===== src/rtl/cvr_pkg.sv =====
package cvr_pkg;

    typedef enum logic [1:0] {
        ST_IDLE = 2'd0,
        ST_WAIT = 2'd1,
        ST_HOLD = 2'd2
    } seq_state_t;

    localparam logic [1:0] PTR_LOW  = 2'd0;
    localparam logic [1:0] PTR_HIGH = 2'd1;
    localparam logic [1:0] PTR_STAT = 2'd2;

endpackage


===== src/rtl/cvr_encode.sv =====
module cvr_encode #(
    parameter int MAG_W = 15
) (
    input  logic [MAG_W:0]   raw,
    input  logic             flag_in,
    output logic             neg,
    output logic             ovr,
    output logic [MAG_W-1:0] mag
);
    localparam int EXT_W = MAG_W + 2;
    localparam logic [EXT_W-1:0] FULL_EXT = {2'b00, {MAG_W{1'b1}}};
    localparam logic [EXT_W-1:0] ONE_EXT  = {{(EXT_W-1){1'b0}}, 1'b1};

    logic [EXT_W-1:0] ext;
    logic [EXT_W-1:0] absval;
    logic             too_big;

    always_comb begin
        ext     = {raw[MAG_W], raw};
        absval  = raw[MAG_W] ? (~ext + ONE_EXT) : ext;
        too_big = (absval > FULL_EXT);
        neg     = raw[MAG_W];
        ovr     = flag_in | too_big;
        mag     = ovr ? {MAG_W{1'b1}} : absval[MAG_W-1:0];
    end

endmodule


===== src/rtl/cvr_strobe.sv =====
module cvr_strobe (
    input  logic clk,
    input  logic rst_n,
    input  logic cs,
    input  logic ce_n,
    input  logic rd_n,
    input  logic wr_n,
    output logic rd_act,
    output logic rd_end,
    output logic wr_rise
);
    logic sel;
    logic wr_act;
    logic rd_q;
    logic wr_q;

    always_comb begin
        sel     = cs & ~ce_n;
        rd_act  = sel & ~rd_n;
        wr_act  = sel & ~wr_n;
        rd_end  = rd_q & ~rd_act;
        wr_rise = wr_act & ~wr_q;
    end

    always_ff @(posedge clk) begin
        if (!rst_n) begin
            rd_q <= 1'b0;
            wr_q <= 1'b0;
        end else begin
            rd_q <= rd_act;
            wr_q <= wr_act;
        end
    end

endmodule


===== src/rtl/cvr_bytesel.sv =====
module cvr_bytesel #(
    parameter int MAG_W = 15,
    parameter int BUS_W = 8
) (
    input  logic [MAG_W-1:0] mag,
    input  logic             neg,
    input  logic             ovr,
    input  logic             cont_mode,
    input  logic             byte_hi,
    input  logic [1:0]       ptr,
    input  logic             oe,
    output logic [BUS_W-1:0] data
);
    import cvr_pkg::*;

    localparam int HI_W = MAG_W - BUS_W;

    logic [BUS_W-1:0] lo_byte;
    logic [BUS_W-1:0] hi_byte;
    logic [BUS_W-1:0] st_byte;
    logic [1:0]       pick;
    logic [BUS_W-1:0] chosen;

    always_comb begin
        lo_byte = mag[BUS_W-1:0];
        hi_byte = {{(BUS_W-HI_W){1'b0}}, mag[MAG_W-1:BUS_W]};
        st_byte = {{(BUS_W-2){1'b0}}, ovr, neg};
        pick    = cont_mode ? ptr : {1'b0, byte_hi};
        unique case (pick)
            PTR_LOW:  chosen = lo_byte;
            PTR_HIGH: chosen = hi_byte;
            PTR_STAT: chosen = st_byte;
            default:  chosen = lo_byte;
        endcase
        data = oe ? chosen : '0;
    end

endmodule


===== src/rtl/cvr_readout.sv =====
module cvr_readout #(
    parameter int MAG_W = 15,
    parameter int BUS_W = 8
) (
    input  logic             clk,
    input  logic             rst_n,
    input  logic             cs,
    input  logic             ce_n,
    input  logic             rd_n,
    input  logic             wr_n,
    input  logic             byte_hi,
    input  logic             cont_mode,
    input  logic             core_valid,
    input  logic [MAG_W:0]   core_value,
    input  logic             core_ovr,
    output logic             conv_go,
    output logic             result_ready,
    output logic             ovr_out,
    output logic             neg_out,
    output logic [BUS_W-1:0] bus_data,
    output logic             bus_oe
);
    import cvr_pkg::*;

    seq_state_t state_q, state_nx;

    logic             rd_act, rd_end, wr_rise;
    logic             enc_neg, enc_ovr;
    logic [MAG_W-1:0] enc_mag;

    logic [MAG_W-1:0] mag_q, pend_mag;
    logic             neg_q, ovr_q, pend_neg, pend_ovr;
    logic [1:0]       ptr_q;
    logic             ready_q, go_q;

    logic latch_new, latch_pend, stash, start_pulse;

    cvr_strobe u_strobe (
        .clk     (clk),
        .rst_n   (rst_n),
        .cs      (cs),
        .ce_n    (ce_n),
        .rd_n    (rd_n),
        .wr_n    (wr_n),
        .rd_act  (rd_act),
        .rd_end  (rd_end),
        .wr_rise (wr_rise)
    );

    cvr_encode #(.MAG_W(MAG_W)) u_encode (
        .raw     (core_value),
        .flag_in (core_ovr),
        .neg     (enc_neg),
        .ovr     (enc_ovr),
        .mag     (enc_mag)
    );

    always_comb begin
        state_nx    = state_q;
        latch_new   = 1'b0;
        latch_pend  = 1'b0;
        stash       = 1'b0;
        start_pulse = 1'b0;
        unique case (state_q)
            ST_IDLE: begin
                if (cont_mode) begin
                    state_nx = ST_WAIT;
                end else if (wr_rise) begin
                    state_nx    = ST_WAIT;
                    start_pulse = 1'b1;
                end
            end
            ST_WAIT: begin
                if (core_valid) begin
                    if (rd_act) begin
                        stash    = 1'b1;
                        state_nx = ST_HOLD;
                    end else begin
                        latch_new = 1'b1;
                        state_nx  = cont_mode ? ST_WAIT : ST_IDLE;
                    end
                end
            end
            ST_HOLD: begin
                if (!rd_act) begin
                    if (core_valid) latch_new = 1'b1;
                    else            latch_pend = 1'b1;
                    state_nx = cont_mode ? ST_WAIT : ST_IDLE;
                end else if (core_valid) begin
                    stash = 1'b1;
                end
            end
            default: state_nx = ST_IDLE;
        endcase
    end

    always_ff @(posedge clk) begin
        if (!rst_n) state_q <= ST_IDLE;
        else        state_q <= state_nx;
    end

    always_ff @(posedge clk) begin
        if (!rst_n) begin
            mag_q    <= '0;
            neg_q    <= 1'b0;
            ovr_q    <= 1'b0;
            pend_mag <= '0;
            pend_neg <= 1'b0;
            pend_ovr <= 1'b0;
            ptr_q    <= PTR_LOW;
            ready_q  <= 1'b0;
            go_q     <= 1'b0;
        end else begin
            go_q <= cont_mode | start_pulse;
            if (stash) begin
                pend_mag <= enc_mag;
                pend_neg <= enc_neg;
                pend_ovr <= enc_ovr;
            end
            if (latch_new) begin
                mag_q   <= enc_mag;
                neg_q   <= enc_neg;
                ovr_q   <= enc_ovr;
                ptr_q   <= PTR_LOW;
                ready_q <= 1'b1;
            end else if (latch_pend) begin
                mag_q   <= pend_mag;
                neg_q   <= pend_neg;
                ovr_q   <= pend_ovr;
                ptr_q   <= PTR_LOW;
                ready_q <= 1'b1;
            end else if (rd_end) begin
                if (cont_mode) begin
                    if (ptr_q == PTR_STAT) begin
                        ptr_q   <= PTR_LOW;
                        ready_q <= 1'b0;
                    end else begin
                        ptr_q <= ptr_q + 2'd1;
                    end
                end else begin
                    ready_q <= 1'b0;
                end
            end
        end
    end

    cvr_bytesel #(.MAG_W(MAG_W), .BUS_W(BUS_W)) u_bytesel (
        .mag       (mag_q),
        .neg       (neg_q),
        .ovr       (ovr_q),
        .cont_mode (cont_mode),
        .byte_hi   (byte_hi),
        .ptr       (ptr_q),
        .oe        (rd_act),
        .data      (bus_data)
    );

    assign bus_oe       = rd_act;
    assign conv_go      = go_q;
    assign result_ready = ready_q;
    assign ovr_out      = ovr_q;
    assign neg_out      = neg_q;

endmodule


===== config.mk =====
export PLATFORM = sky130hd
export DESIGN_NAME = cvr_readout
export DESIGN_NICKNAME = d
export VERILOG_FILES = /design/src/rtl/cvr_pkg.sv /design/src/rtl/cvr_encode.sv /design/src/rtl/cvr_strobe.sv /design/src/rtl/cvr_bytesel.sv /design/src/rtl/cvr_readout.sv
export SDC_FILE = /design/constraint.sdc
export NUM_CORES = 1
export LEC_CHECK = 0
export BUFFER_PORTS_ARGS = -buffer_cell sky130_fd_sc_hd__clkbuf_2
export CORE_AREA = 3 3 79 81
export DETAILED_ROUTE_END_ITERATION = 8
export DIE_AREA = 0 0 82 84
export PLACE_DENSITY = 0.68
export SYNTH_ARGS = -nofsm -noshare
export SYNTH_HDL_FRONTEND = slang
export SYNTH_SLANG_ARGS = --single-unit

===== constraint.sdc =====
create_clock -name clk -period 5.1 [get_ports clk]
set_clock_uncertainty 0.05 [all_clocks]
set_input_delay 1.275 -clock clk [delete_from_list [all_inputs] [get_ports clk]]
set_output_delay 1.275 -clock clk [all_outputs]
set_load 0.005 [all_outputs]

==> flow_metrics.env <==
export IMPL_status="finished, final reports clean"
export IMPL_finalHoldViolCount=0
export IMPL_die_h_um=84
export IMPL_worstPathCellList="clkbuf_2 > mux2i_1 > inv_1 > ha_1 > a22oi_1 > nor2_1 > a21oi_1 > nor2_1 > clkbuf_2"
export IMPL_clock_latency_ns=0.28
export IMPL_ys_ff_latch=42
export IMPL_maxCapViolations=0
export IMPL_timing_rr_start="state_q[0]"
export IMPL_powerDensity_nw_per_um2=255
export IMPL_fin_crit_sh_pct=77.3
export IMPL_ctsResizeCount=0
export IMPL_critPathSlowestCell="ha_1"
export IMPL_reg2reg_depth=6
export IMPL_cts_htree_levels=2
export IMPL_layout_cells_non_filler=387
export IMPL_dp_hpwl_um=4400
export IMPL_irDropWorstVdd_mv=0.0951
export IMPL_nets=349
export IMPL_path_buf_inv=3
export IMPL_start_kind="input port"
export IMPL_hold_path_class="reg -> reg"
export IMPL_port_buffers=38
export IMPL_seq_power_share_pct=50.6
export IMPL_comb_power_share_pct=20.0
export IMPL_mappedNetlistNets=322
export IMPL_gp_congestion=0.838
export IMPL_core_um2=5540
export IMPL_max_stage_delay_ns=0.30
export IMPL_synth_edf_count=0
export IMPL_grt_pass1_wl_um=9760
export IMPL_ys_seq_area_share_pct=33.7
export IMPL_drive_gt1_share_pct=20.3
export IMPL_ant_nets=0
export IMPL_cp_max_fo=7
export IMPL_finalMaxSlewViolations=0
export IMPL_drc=0
export IMPL_grt_pass1_vias=2063
export IMPL_dp_cells=381
export IMPL_wire_per_inst_um=15.4
export IMPL_synthArstFlopShare_pct=0
export IMPL_postCtsSetupRepairBufs=0
export IMPL_cts_sinks=42
export IMPL_grt_overflow=0
export IMPL_fin_ws_ns=1.16
export IMPL_clock_power_share_pct=29.3
export IMPL_holdPathEnd="mag_q[0]"
export IMPL_p_sw_w=0.000198
export IMPL_hold_depth=2
export IMPL_firstDrtPassIters=5
export IMPL_rsz0062_at_grt="no"
export IMPL_final_common_cell="dfxtp_1"
export IMPL_start_util_pct=45.0
export IMPL_die_x_um=82
export IMPL_worstMarginPinSlew_ns=1.19
export IMPL_totalWireLength_um=5940
export IMPL_ys_warn_count=0
export IMPL_num_fill_cells=555
export IMPL_synth_top_area_share_pct=33.7
export IMPL_tns_ns=0
export IMPL_synth_flop_cell="dfxtp_1"
export IMPL_die_area_um2=6890
export IMPL_maxSlewHeadroom_pct=20.3
export IMPL_fin_util_pct=49.6
export IMPL_cts_root_buf="clkbuf_8"
export IMPL_yosys_area_top_type="dfxtp_1"
export IMPL_setup_viol=0
export IMPL_vias=2281
export IMPL_hold_buffers=0
export IMPL_worstHoldStart="mag_q[0]"
export IMPL_clock_path_buffers=2
export IMPL_r2r_end="mag_q[14]"
export IMPL_crit_family="buffers and inverters"
export IMPL_final_cell_mix="dfxtp_1 (42), clkbuf_2 (38), a21oi_1 (28), nor2_1 (23), nand2_1 (22)"
export IMPL_r2r_slack_ns=2.53
export IMPL_multiInputGateArea_um2=1490
export IMPL_area_growth_pct=10.2
export IMPL_arrival_ns=2.62
export IMPL_cts_buffers=5
export IMPL_leakagePower_nw=1.07
export IMPL_syn_area_um2=2490
export IMPL_via_per_inst=5.89
export IMPL_drt_iter0_drc=111
export IMPL_dpl_worst_slack_ns=1.12
export IMPL_rows=27
export IMPL_path_clk_slew_ns=0.07
export IMPL_swShare_pct=28.3
export IMPL_synth_cells=289
export IMPL_avgSynthCellArea_um2=8.63
export IMPL_cts_tree="done"
export IMPL_fin_crit_ns=3.94
export IMPL_max_freq_ghz=0.254
export IMPL_cp_required_ns=3.77
export IMPL_diodes=0
export IMPL_p_int_w=0.000502
export IMPL_grt_max_degree=24
export IMPL_ys_types=59
export IMPL_cp_end_kind="primary output"
export IMPL_antenna_found_initial=0
export IMPL_io_pins=39
export IMPL_yosys_top_cells_area="dfxtp_1 (34%), a21oi_1 (5.6%), ha_1 (3.5%)"
export IMPL_path_class="in -> out"
export IMPL_grt_use_total_pct=17.7
export IMPL_regArea_um2=841
-- per-stage QoR --
step	total power [W]	instance area [um^2]	hold slack [ns]
floorplan	0.000458	2490	0.375
global placement	0.000500	2670	0.389
detailed placement	0.000501	2670	0.392
CTS	0.000704	2750	0.409
global route	0.000737	2750	0.416
finish	0.000701	2750	0.406
-- cell usage after synthesis (all sizes together), types with 5 or more instances --
master	count
clkbuf	7
a22oi	7
nor2	23
o221a	6
nor3	7
a21oi	28
a21o	5
a221oi	5
a31oi	9
nand2	23
inv	11
buf	12
dfxtp	42
ha	7
o21ai	13
a221o	5
o22ai	5
nand3	5
xor2	5
-- cell families (layout without fill, tap and decap cells) --
logic type               count (synthesis)  after routing  share of synthesized area, %
AO/OA/AOI/OAI                          109            109                          31.8
AND/OR/NAND/NOR                         88             88                          20.1
flip-flops                              42             42                          33.7
buffers and inverters                   31             57                          6.47
XOR/XNOR                                 8              8                          2.81
adder cells (fa/ha/maj)                  7              7                          3.51
multiplexers                             4              4                          1.60
-- tightest hold or removal path: cells and delay by family, from the launching register on --
kind             cells  cell delay (ns)
AND/OR/NAND/NOR      1             0.05
AO/OA/AOI/OAI        1             0.05
flip-flops           1             0.33
-- worst max-delay path by stage --
stage | startpoint | to | slack (ns) | cells after the start
after CTS | cont_mode | bus_data[1] | 1.13 | 9
after global placement | cont_mode | bus_data[1] | 1.15 | 9
after detailed placement | cont_mode | bus_data[1] | 1.12 | 9
after floorplan | cont_mode | bus_data[5] | 1.50 | 6
after global routing | cont_mode | bus_data[1] | 0.98 | 9
final | cont_mode | bus_data[1] | 1.16 | 9
-- power groups by stage --
stage          Clock [W]  Sequential (W)  Combinational, W
2_1_floorplan          0        0.000360         0.0000979
3_3_place_gp           0        0.000362          0.000138
3_5_place_dp           0        0.000362          0.000139
4_1_cts         0.000210        0.000355          0.000139
5_1_grt         0.000226        0.000357          0.000155
6_report        0.000206        0.000355          0.000140
-- area by class of cell --
cell class	count	share of cell area, %
repair buffers	39	7.19
multi-input cells	216	54.3
clock buffers	6	3.00
inverters	12	1.68
well taps	72	3.28
flip-flops and latches	42	30.6
-- metal layers --
layer	track usage [%]	vias up	part of all wire (%)
li1	-	1156	-
met1	25.4	1051	49
met2	27.8	70	44
met3	2.92	4	5.9
met4	3.63	0	0.66
met5	0	-	0
-- sequential cells by signal, summed over array words and instances (netlist names) --
name           count
u_strobe.rd_q      1
state_q            2
conv_go            1
mag_q             15
ovr_out            1
pend_ovr           1
pend_mag          15
u_strobe.wr_q      1
ptr_q              2
neg_out            1
result_ready       1
pend_neg           1
Note: power is estimated with default switching activity, not from simulation.
